<file path="src/rtl/crc_cksum_pkg.sv">
package crc_cksum_pkg;

  localparam int DATA_W = 32;
  localparam int CTRL_W = 16;

  localparam logic [11:0] OFF_CTRL   = 12'hC00;
  localparam logic [11:0] OFF_SEED   = 12'hC10;
  localparam logic [11:0] OFF_DATA   = 12'hC14;
  localparam logic [11:0] OFF_RESULT = 12'hC18;

  localparam logic [CTRL_W-1:0] CTRL_MASK = 16'h73BF;

  localparam int B_SWAPB  = 4;
  localparam int B_SWAPH  = 5;
  localparam int B_INREV  = 7;
  localparam int B_OUTREV = 8;
  localparam int B_OUTINV = 9;
  localparam int B_SIZE8  = 12;
  localparam int B_INITLO = 13;

  typedef enum logic [1:0] {
    START_SEED = 2'b00,
    START_RSVD = 2'b01,
    START_ZERO = 2'b10,
    START_ONES = 2'b11
  } startSel_e;

  typedef struct packed {
    logic      seedLoad;
    logic      absorb;
    startSel_e startSel;
  } strobes_t;

  function automatic logic typeValid(input logic [3:0] t);
    return (t == 4'h0) || (t == 4'h1) || (t == 4'h2) || (t == 4'h3) || (t == 4'h8);
  endfunction

  function automatic logic [DATA_W-1:0] polyOf(input logic [3:0] t);
    case (t)
      4'h0:    return 32'h0000_8005;
      4'h1:    return 32'h0000_1021;
      4'h2:    return 32'h04C1_1DB7;
      default: return 32'h1EDC_6F41;
    endcase
  endfunction

endpackage

</file>
<file path="src/rtl/crc_cksum_ctrl.sv">
module crc_cksum_ctrl
  import crc_cksum_pkg::*;
#(
  parameter int ADDR_W = 12
) (
  input  logic              clk,
  input  logic              rstN,
  input  logic              wrEn,
  input  logic [ADDR_W-1:0] wrAddr,
  input  logic [DATA_W-1:0] wrData,
  output logic [CTRL_W-1:0] ctrlQ,
  output strobes_t          strobes
);

  localparam logic [ADDR_W-1:0] A_CTRL = ADDR_W'(OFF_CTRL);
  localparam logic [ADDR_W-1:0] A_SEED = ADDR_W'(OFF_SEED);
  localparam logic [ADDR_W-1:0] A_DATA = ADDR_W'(OFF_DATA);

  logic      ctrlWr, dataWr, accept;
  startSel_e initSel;

  assign initSel = startSel_e'(ctrlQ[B_INITLO+1:B_INITLO]);
  assign ctrlWr  = wrEn && (wrAddr == A_CTRL);
  assign dataWr  = wrEn && (wrAddr == A_DATA);
  assign accept  = dataWr && typeValid(ctrlQ[3:0]) && (initSel != START_RSVD);

  assign strobes.seedLoad = wrEn && (wrAddr == A_SEED);
  assign strobes.absorb   = accept;
  assign strobes.startSel = initSel;

  always_ff @(posedge clk or negedge rstN) begin
    if (!rstN) begin
      ctrlQ <= '0;
    end else if (ctrlWr) begin
      ctrlQ <= wrData[CTRL_W-1:0] & CTRL_MASK;
    end else if (accept) begin
      ctrlQ[B_INITLO+1:B_INITLO] <= 2'b00;
    end
  end

endmodule

</file>
<file path="src/rtl/crc_cksum_datapath.sv">
module crc_cksum_datapath
  import crc_cksum_pkg::*;
(
  input  logic              clk,
  input  logic              rstN,
  input  strobes_t          strobes,
  input  logic [CTRL_W-1:0] ctrlQ,
  input  logic [DATA_W-1:0] wrData,
  output logic [DATA_W-1:0] seedQ,
  output logic [DATA_W-1:0] resultQ
);

  localparam int NBYTES = DATA_W / 8;

  logic [3:0]        opType;
  logic              isCksum, isNarrow, size8;
  logic [DATA_W-1:0] swapped, reordered, revIn, aligned, startVal, crcNext;
  logic [DATA_W-1:0] nextVal, revOut, postVal;
  logic [17:0]       sumRaw;
  logic [16:0]       sumFold1;
  logic [15:0]       sumFinal;

  assign opType   = ctrlQ[3:0];
  assign isCksum  = (opType == 4'h8);
  assign isNarrow = isCksum || (opType == 4'h0) || (opType == 4'h1);
  assign size8    = ctrlQ[B_SIZE8];

  // input: swap within halfwords, then swap halfwords
  assign swapped   = ctrlQ[B_SWAPB] ? {wrData[23:16], wrData[31:24], wrData[7:0], wrData[15:8]}
                                    : wrData;
  assign reordered = size8 ? {24'b0, wrData[7:0]}
                           : (ctrlQ[B_SWAPH] ? {swapped[15:0], swapped[31:16]} : swapped);

  // per-byte bit reversal of input and of result
  for (genvar b = 0; b < NBYTES; b++) begin : g_byteRev
    for (genvar k = 0; k < 8; k++) begin : g_bit
      assign revIn[8*b+k]  = ctrlQ[B_INREV]  ? reordered[8*b+7-k] : reordered[8*b+k];
      assign revOut[8*b+k] = ctrlQ[B_OUTREV] ? seedQ[8*b+7-k]     : seedQ[8*b+k];
    end
  end

  assign aligned = size8 ? {revIn[7:0], 24'b0} : revIn;

  always_comb begin
    case (strobes.startSel)
      START_ZERO: startVal = '0;
      START_ONES: startVal = '1;
      default:    startVal = seedQ;
    endcase
    if (isNarrow) startVal[31:16] = '0;
  end

  // bit-serial CRC, unrolled over one word
  always_comb begin
    logic [DATA_W-1:0] st;
    logic              fb;
    st = startVal;
    for (int i = 0; i < DATA_W; i++) begin
      if (!size8 || i < 8) begin
        fb = (isNarrow ? st[15] : st[31]) ^ aligned[DATA_W-1-i];
        st = (st << 1) ^ (fb ? polyOf(opType) : '0);
        if (isNarrow) st[31:16] = '0;
      end
    end
    crcNext = st;
  end

  // ones-complement sum with end-around carry folding
  assign sumRaw   = {2'b0, startVal[15:0]}
                  + (size8 ? {10'b0, revIn[7:0]} : {2'b0, revIn[31:16]})
                  + (size8 ? 18'd0 : {2'b0, revIn[15:0]});
  assign sumFold1 = {1'b0, sumRaw[15:0]} + {15'b0, sumRaw[17:16]};
  assign sumFinal = sumFold1[15:0] + {15'b0, sumFold1[16]};

  assign nextVal = isCksum ? {16'b0, sumFinal} : crcNext;

  always_ff @(posedge clk or negedge rstN) begin
    if (!rstN) begin
      seedQ <= '0;
    end else if (strobes.seedLoad) begin
      seedQ <= wrData;
    end else if (strobes.absorb) begin
      seedQ <= nextVal;
    end
  end

  always_comb begin
    postVal = ctrlQ[B_OUTINV] ? ~revOut : revOut;
    if (isNarrow) postVal[31:16] = '0;
  end
  assign resultQ = postVal;

endmodule

</file>
<file path="src/rtl/crc_cksum_engine.sv">
module crc_cksum_engine
  import crc_cksum_pkg::*;
#(
  parameter int ADDR_W = 12
) (
  input  logic              clk,
  input  logic              rstN,
  input  logic              wrEn,
  input  logic [ADDR_W-1:0] wrAddr,
  input  logic [31:0]       wrData,
  input  logic [ADDR_W-1:0] rdAddr,
  output logic [31:0]       rdData
);

  logic [CTRL_W-1:0] ctrlQ;
  logic [DATA_W-1:0] seedQ, resultQ;
  strobes_t          strobes;

  crc_cksum_ctrl #(.ADDR_W(ADDR_W)) u_ctrl (
    .clk(clk), .rstN(rstN), .wrEn(wrEn), .wrAddr(wrAddr), .wrData(wrData),
    .ctrlQ(ctrlQ), .strobes(strobes)
  );

  crc_cksum_datapath u_dp (
    .clk(clk), .rstN(rstN), .strobes(strobes), .ctrlQ(ctrlQ), .wrData(wrData),
    .seedQ(seedQ), .resultQ(resultQ)
  );

  always_comb begin
    if (rdAddr == ADDR_W'(OFF_CTRL))        rdData = {16'b0, ctrlQ};
    else if (rdAddr == ADDR_W'(OFF_SEED))   rdData = seedQ;
    else if (rdAddr == ADDR_W'(OFF_RESULT)) rdData = resultQ;
    else                                    rdData = '0;
  end

endmodule

</file>
<file path="config.mk">
export PLATFORM = sky130hd
export DESIGN_NAME = crc_cksum_engine
export DESIGN_NICKNAME = d
export VERILOG_FILES = /design/src/rtl/crc_cksum_pkg.sv /design/src/rtl/crc_cksum_ctrl.sv /design/src/rtl/crc_cksum_datapath.sv /design/src/rtl/crc_cksum_engine.sv
export SDC_FILE = /design/constraint.sdc
export NUM_CORES = 1
export LEC_CHECK = 0
export BUFFER_PORTS_ARGS = -buffer_cell sky130_fd_sc_hd__buf_2
export CAP_MARGIN = 25
export CORE_MARGIN = 2
export CORE_UTILIZATION = 50
export CTS_BUF_LIST = sky130_fd_sc_hd__clkbuf_16
export CTS_CLUSTER_SIZE = 40
export DETAILED_ROUTE_END_ITERATION = 10
export GPL_TIMING_DRIVEN = 0
export PLACE_DENSITY = 0.65
export SLEW_MARGIN = 20
export SYNTH_ARGS = -nofsm -noshare
export SYNTH_HDL_FRONTEND = slang
export SYNTH_SLANG_ARGS = --single-unit
</file>
<file path="constraint.sdc">
create_clock -name clk -period 46.8 [get_ports clk]
set_input_delay 4.68 -clock clk [delete_from_list [all_inputs] [get_ports clk]]
set_output_delay 4.68 -clock clk [all_outputs]
set_load 0.01 [all_outputs]
</file>
-- Yosys cells after proc, flatten, opt, wreduce, memory -nomap -nowiden
Cells that the tools add are included.
- latch bits: 0
- memories: 0
- output and inout port bits: 32
- word-level logic and storage cells: 303
- register bits after elaboration: 44
- input bits: 59
- bits in writable memories: 0
- bits in read-only memories: 0
- muxes and demuxes: 204
- shifts and indexed selects: 0
- multiply operators: 0
- divide/modulo/power cells: 0
- bitwise logic cells: 65
- magnitude comparators: 0
- reduce and logical (&&, ||, !) cells: 14
- eq/ne operators: 13
- $add $sub $neg: 4
- operators by type and width (kind ; number):
    two-way mux 32 bit ; 60
    bitwise XOR 32 bit ; 32
    two-way mux 16 bit ; 36
    two-way mux 29 bit ; 8
    two-way mux 1 bit ; 96
    one-hot mux 29 bit (3 select lines) ; 1
    == test 12 bit, second input constant ; 6
    one-hot mux 32 bit (2 select lines) ; 1
    inverter 32 bit ; 1
    bitwise XOR 1 bit ; 32
    adder 16 x 18 -> 18 bit ; 1
    adder 18 bit ; 1
    adder 16 x 2 -> 17 bit ; 1
    adder 16 x 1 -> 16 bit ; 1
    == test 4 x 2 -> 1 bit, second input constant ; 2
    logical OR 1 bit ; 6
    logical AND 1 bit ; 5
    == test 2 bit, second input constant ; 2
    == test 4 x 1 -> 1 bit, second input constant ; 1
    == test 4 bit, second input constant ; 1
    zero test 4 bit ; 1
    two-way mux 2 bit ; 2
    nonzero test 2 bit ; 2
    != test 2 x 1 -> 1 bit, second input constant ; 1

-- Logic depth before layout (Yosys ltp)
- depth after elaboration: 191
- depth in mapped cells: 85

-- Modules after synthesis
A second synthesis with hierarchy kept.
- cell total of the unflattened synthesis: 2928
- area total of the unflattened synthesis: 20702.4 µm²
- by module, submodules not included (module ; times used ; sequential area each (µm²) ; cells an instance ; area each (µm²)):
    crc_cksum_datapath ; 1 ; 800.8 ; 2785 ; 19284.7
    crc_cksum_engine ; 1 ; 0.0 ; 96 ; 793.3
    crc_cksum_ctrl ; 1 ; 300.3 ; 47 ; 624.3

-- Worst setup path after synthesis
Ideal clock, no wire load.
- path type: input port to flip-flop
- start point: input port wrData[23]
- end point: register u_dp.seedQ[14]
- cell stages on the path: 76
- arrival time: 22.853 ns
- setup slack: 23.870 ns
- path buffers: 8
- path through: nor2b_1 -> a2111oi_0 -> o31a_1 -> buf_4 -> xor3_1 -> and2_1 -> o21ai_2 -> a21oi_2 -> a2111oi_2 -> nand3_2 -> buf_4 -> xor2_1 -> or3_1 -> nand2_1 -> mux2_2 -> o31ai_1 -> buf_2 -> nor2_1 -> (+40 left out) -> a31o_1 -> buf_6 -> xnor2_1 -> or4b_1 -> nand4_1 -> nor2_1 -> xnor2_1 -> mux2_4 -> nor3_4 -> xnor2_1 -> xor2_1 -> a211oi_4 -> xnor2_1 -> buf_6 -> xor2_2 -> nor4_1 -> or4b_1 -> a21oi_1
- word-level cells in the longest chain between the ends: 182
- elaborated cells on any way between the ends: 203
- classes of those cells: add/sub: 4; mux: 135; bitwise: 64
- RTL lines (what ; RTL line ; source):
    start: declaration ; crc_cksum_engine.sv:10 ; input logic [31:0] wrData,
    two-way mux 32 bit * ; crc_cksum_datapath.sv:29 ; assign swapped = ctrlQ[B_SWAPB] ? {wrData[23:16], wrData[31:24], wrData[7:0], wrData[15:8]}
    two-way mux 32 bit * ; crc_cksum_datapath.sv:32 ; : (ctrlQ[B_SWAPH] ? {swapped[15:0], swapped[31:16]} : swapped);
    two-way mux 32 bit * ; crc_cksum_datapath.sv:31 ; assign reordered = size8 ? {24'b0, wrData[7:0]}
    two-way mux 1 bit ; crc_cksum_datapath.sv:37 ; assign revIn[8*b+k] = ctrlQ[B_INREV] ? reordered[8*b+7-k] : reordered[8*b+k];
    two-way mux 32 bit ; crc_cksum_datapath.sv:42 ; assign aligned = size8 ? {revIn[7:0], 24'b0} : revIn;
    bitwise XOR 1 bit ; crc_cksum_datapath.sv:60 ; fb = (isNarrow ? st[15] : st[31]) ^ aligned[DATA_W-1-i];
    two-way mux 29 bit ; crc_cksum_datapath.sv:61 ; st = (st << 1) ^ (fb ? polyOf(opType) : '0);
    bitwise XOR 32 bit ; crc_cksum_datapath.sv:61 ;
    (+166 left out) ; -- ;
    two-way mux 1 bit ; crc_cksum_datapath.sv:60 ;
    bitwise XOR 1 bit ; crc_cksum_datapath.sv:60 ;
    two-way mux 32 bit ; crc_cksum_datapath.sv:61 ;
    bitwise XOR 32 bit ; crc_cksum_datapath.sv:61 ;
    two-way mux 32 bit ; crc_cksum_datapath.sv:59 ; if (!size8 || i < 8) begin
    two-way mux 32 bit * ; crc_cksum_datapath.sv:75 ; assign nextVal = isCksum ? {16'b0, sumFinal} : crcNext;
    two-way mux 32 bit * ; crc_cksum_datapath.sv:82 ; end else if (strobes.absorb) begin
    two-way mux 32 bit * ; crc_cksum_datapath.sv:80 ; end else if (strobes.seedLoad) begin
    end signal: assignment ; crc_cksum_datapath.sv:81 ; seedQ <= wrData;
    end signal: assignment ; crc_cksum_datapath.sv:83 ; seedQ <= nextVal;
    end: declaration ; crc_cksum_datapath.sv:9 ; output logic [DATA_W-1:0] seedQ,
Every way passes the cells marked *; elsewhere a longest branch is shown, timed or not. The select of a mux whose other input is x is not followed.
A chain may end at the register's enable or synchronous reset.

-- Final worst setup path
- start point: input port wrData[23]
- end point: register u_dp.seedQ[15]
Same word-level chain as after synthesis.

==> key figures <==
GRT
  • Total GRT Usage: 47.14%
  • Total gr overflow: 0
  • Global-route wire length before repair: approximately 150000 µm
  • Largest net degree at the start of global routing: 30
  • Initial antenna violation count: 8
  • Vias in the first global route: about 23000

Worst setup path
  • Slack of the worst reg-to-reg path: between 20 and 25 ns
  • Crit path launch type: primary input
  • R2R depth: between 70 and 80
  • Required @ worst endpoint: 46.94 ns
  • R2r endpoint: u_dp.seedQ[15]
  • Critical path type: in -> reg
  • CP most frequent cell: xnor2_1
  • Reg2Reg Launch Point: u_ctrl.ctrlQ[3]
  • Crit-path slowest cell: xnor2_1
  • Worst Path Arrival: approximately 28 ns
  • CP Capture Type: flop
  • Critical Path Fanout Max: 10
  • Slowest stage delay, CP: a little over 1 ns

Clocking
  • Num CTS Buffers: 5
  • CTS H-tree lvls: 2
  • CTS Hold Buffers Added: 0
  • Setup Buffers After CTS: 0
  • TritonCTS clock tree: done
  • Clk Latency, worst-skew pair: about 0.3 ns
  • Reg clk slew, reported paths: around 0.07 ns
  • Cts repair resizes: 0
  • Clock sink total: 44
  • CTS max path bufs: 2
  • CTS Root Cell: clkbuf_16

Placement
  • Placed Cells: 3556
  • Detailed placement HPWL: ~86000 µm
  • RD Place Congestion: 1.079
  • Number of buffers added on ports: 90

Floorplan
  • Rows: 74
  • Die H: ~210 µm
  • Die width: 207.4 µm
  • Placeable Area: between 0.04 and 0.05 mm²
  • IO Pins: 91
  • Initial Utilization: 50.67%
  • Die footprint: 0.04302 mm²

Route
  • Wire length on met3: 15480 µm
  • DR WL met2: roughly 43000 µm
  • DR iter-0 viols: between 4000 and 5000
  • Top layer in use: met5
  • M1 WL: between 30000 and 40000 µm
  • Post-route antenna net violation count: 0
  • Number of iterations in the first detailed-routing pass: 8
  • Total vias in the final route: between 20000 and 25000
  • Drt wl/cell: slightly below 30 µm
  • Vias per cell: about 6.9
  • Post-Route WL: roughly 110000 µm
  • Drt drc: 0

Synth
  • Synth Area in Compound Gates: about a quarter
  • Post-Synth Simple-Gate Area: about 23%
  • Adder-Cell Fraction of Synth Area: 2.891%
  • Mean Syn Cell Area: roughly 7.1 µm²
  • Count of cell types in the netlist: around 130
  • Post-synth top flop: dfrtp_1
  • Synth Area in XOR/XNOR: between 30% and 40%
  • Largest family of logic cells by synthesized area: XOR/XNOR gates
  • Yosys warns: 0
  • Register area share after synthesis: under 10%
  • Net count after synthesis: ~3000
  • Async SR Flop Fraction: 100.0%
  • Post-synthesis mux area share: 7.444%
  • Post-synth EDFFs: 0
  • Syn Inst Count: ~2900
  • Synth Cell Area: 0.02069 mm²
  • Yosys reg bits: 44

Worst hold path
  • Hold Path Sink: u_dp.seedQ[5]
  • Hold path depth: 2
  • Worst hold path class: reg -> reg
  • Hold Crit Start: u_dp.seedQ[5]

Layout
  • # fillers: between 4000 and 5000
  • Final nets: 3129
  • Final cell count without fillers: about 3600
  • Share of cells above drive strength 1: around 9.7%
  • Area Growth Syn to Fin: 6.604%

STA
  • Setup TNS: 0 ns
  • RSZ-0062 raised after global routing: false
  • Final worst path period need: ~28 ns
  • F_max: approximately 35 MHz
  • Final hold viol count: 0
  • Clk_skew: around 0.01 ns
  • Final slew viol count: 0
  • Slew margin rel.: roughly 19%
  • Worst slew pin tran: ~1.2 ns
  • Period utilization: between 60% and 70%
  • Final setup violating endpoints: 0

Power
  • Leakage Power: roughly 8 nW
  • Peak supply drop: between 0.01 and 0.015 mV
  • Pwr dens: about 19 mW/mm²

Status
  • Status: complete, no violations

Flow run
  • MaxCap Viol Count: 0
-- how the worst max path moves through the flow --
stage / start / end / slack [ns] / cells past startpoint
finish: wrData[23] / u_dp.seedQ[15] / 18.51 / 72
global route: wrData[23] / u_dp.seedQ[15] / 17.69 / 72
CTS: wrData[23] / u_dp.seedQ[15] / 19.45 / 73
detailed placement: wrData[23] / u_dp.seedQ[15] / 19.19 / 73
global placement: wrData[23] / u_dp.seedQ[15] / 19.40 / 73
floorplan: wrData[23] / u_dp.seedQ[14] / 23.87 / 76
-- per-layer routing --
layer	vias to the layer above	global-route usage [%]
li1	10583	-
met1	11571	61.83
met2	2150	68.97
met3	463	12.21
met4	12	29.01
met5	-	0
-- placed cells by master (no fill, tap or decap), drive strengths merged, types with 67 or more instances in the layout --
cell and n:
xnor2 486, nand2 332, nor2 308, o21ai 217, a21oi 176, xor2 159
buf 153, clkbuf 138, nor3 79, mux2i 75, nand3 70, inv 67
-- registers in the layout, summed over array words and instances, names as in the netlist --
register	flops
u_dp.seedQ	32
u_ctrl.ctrlQ	12
-- synth_stat cells, drive strengths merged (11+ instances only) --
master | number | share of area (%)
o21bai | 17 | 0.62
dfrtp | 44 | 5.3
mux4 | 17 | 1.9
xnor2 | 486 | 21
nand2b | 17 | 0.51
nor4 | 14 | 0.48
nor2 | 308 | 5.8
and2 | 35 | 1.1
nand4 | 21 | 0.63
a221oi | 13 | 0.58
and3 | 31 | 0.94
nor3 | 79 | 2.1
clkbuf | 132 | 2.4
a211oi | 25 | 1.0
inv | 67 | 1.2
nand2 | 332 | 6.1
mux2i | 75 | 3.9
fa | 18 | 1.7
o211ai | 42 | 1.6
buf | 57 | 1.4
a21o | 36 | 1.3
nor2b | 15 | 0.45
a31oi | 38 | 1.2
o211a | 16 | 0.77
a211o | 11 | 0.47
nand3 | 70 | 1.8
mux2 | 30 | 1.7
a22oi | 42 | 1.5
or2 | 20 | 0.60
or3 | 25 | 0.78
o21ai | 217 | 5.4
o21a | 17 | 0.62
xnor3 | 17 | 1.9
xor2 | 159 | 6.9
ha | 19 | 1.1
o31ai | 17 | 0.68
a21oi | 176 | 4.3
-- metrics by stage --
step	worst slack, ns	area [µm²]	hold WS (ns)	power, mW	utilization (%)
6_report	18.51	22060	0.6936	0.4287	54.02
5_1_grt	17.69	22040	0.7107	0.4442	53.99
2_1_floorplan	23.87	20690	0.5470	0.2847	-
3_5_place_dp	19.19	21890	0.6697	0.3756	53.61
3_3_place_gp	19.40	21810	0.6578	0.3717	53.40
4_1_cts	19.45	22030	0.6787	0.4121	53.95
-- critical path: cells and delay by family --
family / cells / cell delay [ns]
AOI/OAI and AO/OA: 27 / 9.30
xor gates and xnor gates: 15 / 6.38
buffers and inverters: 5 / 0.93
muxes: 6 / 1.86
and+or+nand+nor: 19 / 5.25
-- layout make-up --
cell class	instances	area (µm²)	area share, %
well taps	532	665.6	3.018
inverters	69	259.0	1.174
clock buffers	5	125.1	0.5673
multi-input cells	2627	18570	84.19
plain buffers	189	790.8	3.585
diodes	5	12.51	0.05673
flip-flops and latches	44	1101	4.992
repair buffers	97	520.5	2.360
clock inverters	2	12.51	0.05673
-- power breakdown --
group          internal (mW)  switching [mW]
combinational          0.130           0.224
clock                 0.0195          0.0170
sequential            0.0383        0.000563
total                  0.187           0.241
-- cells by family after synthesis --
| group | count (synthesis) |
|---|---|
| compound gates | 795 |
| simple gates | 1009 |
| mux | 122 |
| xor+xnor | 664 |
| flops | 44 |
| fa+ha+maj | 37 |
| buf+inv | 258 |
(Power assumes the default switching activity.)
